$ cat config.mk
export PLATFORM = sky130hd
export DESIGN_NAME = entropy_byte_regs
export DESIGN_NICKNAME = d
export VERILOG_FILES = /design/src/rtl/entropy_pkg.sv /design/src/rtl/entropy_ctrl.sv /design/src/rtl/entropy_datapath.sv /design/src/rtl/entropy_byte_regs.sv
export SDC_FILE = /design/constraint.sdc
export NUM_CORES = 1
export LEC_CHECK = 0
export BUFFER_PORTS_ARGS = -buffer_cell sky130_fd_sc_hd__buf_2
export CAP_MARGIN = 0
export CORE_MARGIN = 8
export CORE_UTILIZATION = 40
export DETAILED_ROUTE_END_ITERATION = 16
export PLACE_DENSITY = 0.74
export REMOVE_ABC_BUFFERS = 1
export SYNTH_ARGS = -nofsm -noshare
export SYNTH_HDL_FRONTEND = slang
export SYNTH_SLANG_ARGS = --single-unit
$ cat constraint.sdc
create_clock -name clk -period 4.1 [get_ports clk]
set_input_delay 0.615 -clock clk [delete_from_list [all_inputs] [get_ports clk]]
set_output_delay 0.615 -clock clk [all_outputs]
set_load 0.05 [all_outputs]
$ cat src/rtl/entropy_pkg.sv
package entropy_pkg;

  localparam int ENABLE_BIT = 0;
  localparam int VALID_BIT  = 1;

  typedef enum logic [1:0] {
    SEL_NONE = 2'd0,
    SEL_CS   = 2'd1,
    SEL_DATA = 2'd2,
    SEL_MODE = 2'd3
  } rdSel_e;

  // Strobes from control to datapath, one cycle's worth of register actions
  typedef struct packed {
    logic   csWrite;
    logic   modeWrite;
    logic   capture;
    logic   dropValid;
    logic   consume;
    rdSel_e rdSel;
  } regStrobe_t;

endpackage

$ cat src/rtl/entropy_ctrl.sv
module entropy_ctrl
  import entropy_pkg::*;
#(
  parameter int              ADDR_W   = 12,
  parameter int              REG_W    = 8,
  parameter logic [ADDR_W-1:0] OFF_CS   = 'h000,
  parameter logic [ADDR_W-1:0] OFF_DATA = 'h004,
  parameter logic [ADDR_W-1:0] OFF_MODE = 'h008,
  parameter logic [REG_W-1:0]  RUN_MODE = 'h02
) (
  input  logic              clk,
  input  logic              rstN,
  input  logic              busValid,
  input  logic              busWrite,
  input  logic [ADDR_W-1:0] busAddr,
  input  logic              srcValid,
  input  logic [REG_W-1:0]  csQ,
  input  logic [REG_W-1:0]  modeQ,
  output regStrobe_t        strobe,
  output logic              srcReady
);

  logic hitCs, hitData, hitMode;
  logic rdReq, wrReq, csRead, isEnabled;

  assign hitCs   = (busAddr == OFF_CS);
  assign hitData = (busAddr == OFF_DATA);
  assign hitMode = (busAddr == OFF_MODE);
  assign rdReq   = busValid && !busWrite;
  assign wrReq   = busValid && busWrite;
  assign csRead  = rdReq && hitCs;

  assign isEnabled = csQ[ENABLE_BIT] && (modeQ == RUN_MODE);

  assign srcReady = csRead && isEnabled && !csQ[VALID_BIT];

  always_comb begin
    strobe.csWrite   = wrReq && hitCs;
    strobe.modeWrite = wrReq && hitMode;
    strobe.capture   = srcReady && srcValid;
    strobe.dropValid = csRead && !isEnabled;
    strobe.consume   = rdReq && hitData && isEnabled && csQ[VALID_BIT];
    if (!rdReq)       strobe.rdSel = SEL_NONE;
    else if (hitCs)   strobe.rdSel = SEL_CS;
    else if (hitData) strobe.rdSel = SEL_DATA;
    else if (hitMode) strobe.rdSel = SEL_MODE;
    else              strobe.rdSel = SEL_NONE;
  end

  // a mode other than the run code blocks both handshake and consumption
  p_mode_gate_r4: assert property (@(posedge clk) disable iff (!rstN)
    (modeQ != RUN_MODE) |-> (!srcReady && !strobe.consume));

  // the handshake only opens during a status read
  p_ready_on_cs_read_r11: assert property (@(posedge clk) disable iff (!rstN)
    srcReady |-> (strobe.rdSel == SEL_CS));

endmodule

$ cat src/rtl/entropy_datapath.sv
module entropy_datapath
  import entropy_pkg::*;
#(
  parameter int BUS_W = 32,
  parameter int REG_W = 8
) (
  input  logic             clk,
  input  logic             rstN,
  input  regStrobe_t       strobe,
  input  logic [REG_W-1:0] wrByte,
  input  logic [REG_W-1:0] srcData,
  output logic [REG_W-1:0] csQ,
  output logic [REG_W-1:0] modeQ,
  output logic [BUS_W-1:0] busRdata
);

  logic [REG_W-1:0] dataQ;
  logic [REG_W-1:0] csNext;
  logic [REG_W-1:0] rdByte;
  logic [BUS_W-1:0] rdataQ;

  always_comb begin
    csNext = csQ;
    if (strobe.csWrite) begin
      csNext = wrByte;
      csNext[VALID_BIT] = csQ[VALID_BIT];
    end
    if (strobe.capture)   csNext[VALID_BIT] = 1'b1;
    if (strobe.dropValid) csNext[VALID_BIT] = 1'b0;
    if (strobe.consume)   csNext[VALID_BIT] = 1'b0;
  end

  always_comb begin
    case (strobe.rdSel)
      SEL_CS:   rdByte = csNext;
      SEL_DATA: rdByte = strobe.consume ? dataQ : '0;
      SEL_MODE: rdByte = modeQ;
      default:  rdByte = '0;
    endcase
  end

  always_ff @(posedge clk) begin
    if (!rstN) begin
      csQ    <= '0;
      dataQ  <= '0;
      modeQ  <= '0;
      rdataQ <= '0;
    end else begin
      csQ <= csNext;
      if (strobe.capture)      dataQ <= srcData;
      else if (strobe.consume) dataQ <= '0;
      if (strobe.modeWrite)    modeQ <= wrByte;
      rdataQ <= BUS_W'(rdByte);
    end
  end

  generate
    if (BUS_W > REG_W) begin : g_pad
      assign busRdata = {{(BUS_W-REG_W){1'b0}}, rdataQ[REG_W-1:0]};
      logic unusedRdHi;
      assign unusedRdHi = ^rdataQ[BUS_W-1:REG_W];
    end else begin : g_flat
      assign busRdata = rdataQ;
    end
  endgenerate

  // a captured byte is held and flagged on the next cycle
  p_capture_r6: assert property (@(posedge clk) disable iff (!rstN)
    strobe.capture |=> (csQ[VALID_BIT] && dataQ == $past(srcData)
                        && busRdata[VALID_BIT]));

  // data-valid only rises through a capture
  p_valid_source_r6: assert property (@(posedge clk) disable iff (!rstN)
    $rose(csQ[VALID_BIT]) |-> $past(strobe.capture));

  // consuming returns the byte and empties the register
  p_consume_r8: assert property (@(posedge clk) disable iff (!rstN)
    strobe.consume |=> (!csQ[VALID_BIT] && dataQ == '0
                        && busRdata == BUS_W'($past(dataQ))));

  // a bus write cannot move data-valid
  p_keep_valid_r3: assert property (@(posedge clk) disable iff (!rstN)
    strobe.csWrite |=> (csQ[VALID_BIT] == $past(csQ[VALID_BIT])));

  // a disabled status read returns and leaves the flag clear
  p_drop_r5: assert property (@(posedge clk) disable iff (!rstN)
    strobe.dropValid |=> (!csQ[VALID_BIT] && !busRdata[VALID_BIT]));

  // read data is zero after a cycle with no decoded read
  p_idle_zero_r2: assert property (@(posedge clk) disable iff (!rstN)
    (strobe.rdSel == SEL_NONE) |=> (busRdata == '0));

endmodule

$ cat src/rtl/entropy_byte_regs.sv
module entropy_byte_regs
  import entropy_pkg::*;
#(
  parameter int ADDR_W = 12,
  parameter int BUS_W  = 32,
  parameter int REG_W  = 8,
  parameter logic [ADDR_W-1:0] OFF_CS   = 'h000,
  parameter logic [ADDR_W-1:0] OFF_DATA = 'h004,
  parameter logic [ADDR_W-1:0] OFF_MODE = 'h008,
  parameter logic [REG_W-1:0]  RUN_MODE = 'h02
) (
  input  logic              clk,
  input  logic              rstN,
  input  logic              busValid,
  input  logic              busWrite,
  input  logic [ADDR_W-1:0] busAddr,
  input  logic [BUS_W-1:0]  busWdata,
  output logic [BUS_W-1:0]  busRdata,
  input  logic              srcValid,
  input  logic [REG_W-1:0]  srcData,
  output logic              srcReady
);

  regStrobe_t       strobe;
  logic [REG_W-1:0] csQ;
  logic [REG_W-1:0] modeQ;
  logic [REG_W-1:0] wrByte;

  assign wrByte = busWdata[REG_W-1:0];

  generate
    if (BUS_W > REG_W) begin : g_wd_hi
      logic unusedWdHi;
      assign unusedWdHi = ^busWdata[BUS_W-1:REG_W];
    end
  endgenerate

  entropy_ctrl #(
    .ADDR_W(ADDR_W), .REG_W(REG_W), .OFF_CS(OFF_CS),
    .OFF_DATA(OFF_DATA), .OFF_MODE(OFF_MODE), .RUN_MODE(RUN_MODE)
  ) u_ctrl (
    .clk(clk), .rstN(rstN), .busValid(busValid), .busWrite(busWrite),
    .busAddr(busAddr), .srcValid(srcValid), .csQ(csQ), .modeQ(modeQ),
    .strobe(strobe), .srcReady(srcReady)
  );

  entropy_datapath #(
    .BUS_W(BUS_W), .REG_W(REG_W)
  ) u_dp (
    .clk(clk), .rstN(rstN), .strobe(strobe), .wrByte(wrByte),
    .srcData(srcData), .csQ(csQ), .modeQ(modeQ), .busRdata(busRdata)
  );

  // upper read-data bits stay zero
  p_upper_zero_r12: assert property (@(posedge clk) disable iff (!rstN)
    busRdata[BUS_W-1:REG_W] == '0);

endmodule

## Yosys cells after proc, flatten, opt, wreduce, memory -nomap -nowiden

Cells that the tools add are included.
W data, S select, Z words.

| operators by class | value |
|---|---|
| equal/unequal tests | 6 |
| mux-type cells | 12 |
| reduce and logical (&&, ||, !) cells | 18 |

Operator list:

| cell | number |
|---|---|
| $mux W8 | 4 |
| $pmux W8 S3 | 1 |
| $logic_and A1 B1 Y1 | 13 |
| $eq A12 B3 Y1 const B | 1 |
| $eq A12 B4 Y1 const B | 1 |
| $logic_not A12 Y1 | 1 |
| $eq A8 B2 Y1 const B | 1 |
| $mux W2 | 4 |
| $eq A2 B2 Y1 const B | 2 |
| $logic_not A1 Y1 | 3 |
| $mux W1 | 3 |
| $eq A2 B1 Y1 const B | 1 |
| $reduce_bool A2 Y1 | 1 |

| word-level totals | value |
|---|---|
| word-level logic and storage cells | 40 |
| bits of input ports | 57 |
| register bits after elaboration | 32 |

## Longest topological paths before layout

| logic depth | value |
|---|---|
| depth after elaboration | 10 |
| gate-level depth with buffers | 5 |
| depth with buffers taken out | 4 |

## Modules after synthesis

A second synthesis with hierarchy kept.

| second synthesis, totals | value |
|---|---|
| cell total of the unflattened synthesis | 172 |
| area total of the unflattened synthesis | 1620.3 sq um |

Modules (own cells, without submodules):

| module | times used | area an instance (sq um) | cells an instance |
|---|---|---|---|
| entropy_datapath | 1 | 1423.9 | 149 |
| entropy_ctrl | 1 | 196.4 | 23 |

## Worst setup path before layout

OpenSTA, ideal clock, no wires.

| timing | value |
|---|---|
| path kind | input-to-output |
| from | input port busAddr[1] |
| to | output port srcReady |
| data arrival time | 2.729 ns |
| setup slack | 0.756 ns |
| buffers on the path | 1 |
| stages | 4 |
| cell sequence | or4_1 -> buf_2 -> or3_4 -> nor3_1 |

| on the way | value |
|---|---|
| longest elaborated chain between the ends | 4 |

RTL lines:

| element | line | source |
|---|---|---|
| start, declared | entropy_byte_regs.sv:16 | `input logic [ADDR_W-1:0] busAddr,` |
| $logic_not A12 Y1 | entropy_ctrl.sv:26 | `assign hitCs = (busAddr == OFF_CS);` |
| $logic_and A1 B1 Y1 | entropy_ctrl.sv:31 | `assign csRead = rdReq && hitCs;` |
| $logic_and A1 B1 Y1 (2 in a row) | entropy_ctrl.sv:35 | `assign srcReady = csRead && isEnabled && !csQ[VALID_BIT];` |
| end, declared | entropy_byte_regs.sv:21 | `output logic srcReady` |

No other way between the ends.

## Worst setup path after layout

Ends and elaborated chain as after synthesis.

==> reports/metrics.cfg <==
[outcome]
status=completed

[layout]
final_cell_area_mm2=0.00183
multiInputGateArea_um2=801
nNetsFinal=277
area.growth.synth_to_final_pct=15.0
final_common_cell=buf_2
num_antenna_cells=0
regArea_um2=641
fin_cells=270
layout-drive-gt1-share_pct=24.5
n_fill_cell=411
utilization_pct=46.7
final_cell_mix=buf_2 (41), nand2_1 (34), dfxtp_1 (32)

[worst_setup_path]
r2r_start=u_dp.modeQ[2]
critPathCaptureType=output pin
crit_fanout=9
crit_start=busAddr[1]
critPathArrivalTime_ps=2390
required_ps=3480
start_kind=primary input
worstSetupPathType=primary input to output pin

[clock_network]
cts_buffer_depth=2
htree_levels=2
cts_buffers=5
cts_tree=yes
clock_latency_ps=280
cts_num_sinks=32
hold_buffers=0
cts.repair.resized=0
postCtsSetupRepairBufs=0
clk_root_buffer_cell=clkbuf_8
path_clk_slew_ps=60

[placement]
io_buffers=41
dp_hpwl_um=2900
placed_cells=263
gp_congestion=0.798
dpl-instance-area_mm2=0.00175

[floorplanning]
core_area_mm2=0.00391
initial_core_util_pct=40.6
fp.dieH_um=79.0
pin_count=90
die_area_mm2=0.00625
rows=23
die_w_um=79.0

[route]
drt_iter0_markers=67
firstDrtPassIters=6
wl_per_cell_um=13.8
drc=0
vias=1342
ant_nets=0
wl_um=3710
avgViaCountPerCell=4.97

[power]
power_density_mw_per_mm2=337
vdd_drop_max_mv=0.144
power_mw=0.616
p_leak_nw=0.718

[global_routing]
grt_max_degree=27
overflow=0
grtUsageTotal_pct=12.1
first_global_vias=1331
grt_pass1_wl_um=5910
antenna_found_initial=0

[timing]
fmax_mhz=333
tightest_slew_ps=849
setup_viol=0
finalSetupTns_ps=0
fin_skew_ps=8.29
slew_headroom_pct=43.1
finalCritPeriodShare_pct=73.3
drv_slew=0
period_needed_ps=3000
finalHoldViolCount=0
rsz0062_at_grt=false

[logic_synthesis]
ys_warn_count=0
netlist_area_mm2=0.00159
synth_top_cell_area_share_pct=40.3
ys_seq_area_share_pct=40.3
yosys.area.top_type=dfxtp_1
ys_top_cells_by_area=dfxtp_1 (40%), buf_4 (11%), mux2i_1 (9.4%), nand2_1 (8.0%), a221o_1 (4.4%)
synth_cell_types=28
ys_seq_elements=32
synthesis.instances=177
synth_area_per_cell_um2=8.98

[hold_path]
worstHoldStart=u_dp.dataQ[6]
hold_class=flip-flop to flip-flop

[run]
maxCapViolCount=0

synthesized netlist by cell type:
cell and n:
or3_4 1, buf_2 1, nor3_1 11, nand2_1 34, buf_4 24, a21oi_1 2
mux2i_1 15, nor4b_2 2, nor4_4 1, nand4bb_1 1, nor2_1 3, o2bb2ai_1 8
nand3_1 3, conb_1 1, a221o_1 7, nor3b_1 2, or4_1 1, a211o_1 1
o21ai_0 1, nor2b_1 2, nor4_1 2, nand4_1 5, clkbuf_1 4, inv_1 9
nor3_2 2, a31o_1 1, dfxtp_1 32, a31oi_1 1
state kept, by name, summed over array words and instances (netlist names):
| signal | count |
|---|---|
| u_dp.dataQ | 8 |
| u_dp.modeQ | 8 |
| u_dp.rdataQ | 8 |
| u_dp.csQ | 8 |
metrics by stage:
stage	setup WS (ps)	hold WS [ps]
finish	1100	458
floorplan	727	430
CTS	1130	462
detailed placement	1130	453
global route	1030	472
global placement	1130	444
worst paths after layout:
kind         depth (start not counted)  slack, ps       endpoint
max                                  5       1100       srcReady
min                                  2        460  u_dp.dataQ[6]
max reg2reg                          4       1760  u_dp.dataQ[6]
min reg2reg                          2        460  u_dp.dataQ[6]
logic make-up after synthesis:
kind of cell	Yosys count	synth area share, %
simple gates	70	24.0
buf+inv	38	14.7
flops	32	40.3
compound gates	21	11.3
mux	15	9.45
other cells	1	0.236
per-layer routing:
layer	GRT usage (%)	vias to the layer above	share of wire, %
met5	0	-	0
met1	12.4	613	39
li1	-	660	-
met4	6.67	0	2.3
met3	6.09	12	10
met2	19.7	57	48
report_power, final:
| group | switching (mW) | internal (mW) | leakage (nW) |
|---|---|---|---|
| logic | 0.0671 | 0.0154 | 0.420 |
| registers | 0.00000518 | 0.311 | 0.258 |
| clock network | 0.107 | 0.115 | 0.0410 |
| total | 0.174 | 0.441 | 0.718 |
critical path, stage by stage:
cell	delay, ps
buf_2	120
or4_1	730
or3_4	420
nor3_1	200
buf_2	300
area by class of cell:
cell class              count  share of cell area (%)
clock buffers               6                    3.97
clock inverters             1                   0.274
inverters                   9                    1.85
multi-input cells         130                    43.8
flip-flops and latches     32                    35.0
well taps                  50                    3.42
repair buffers             42                    11.6
Power figures use the tool's default switching activity.
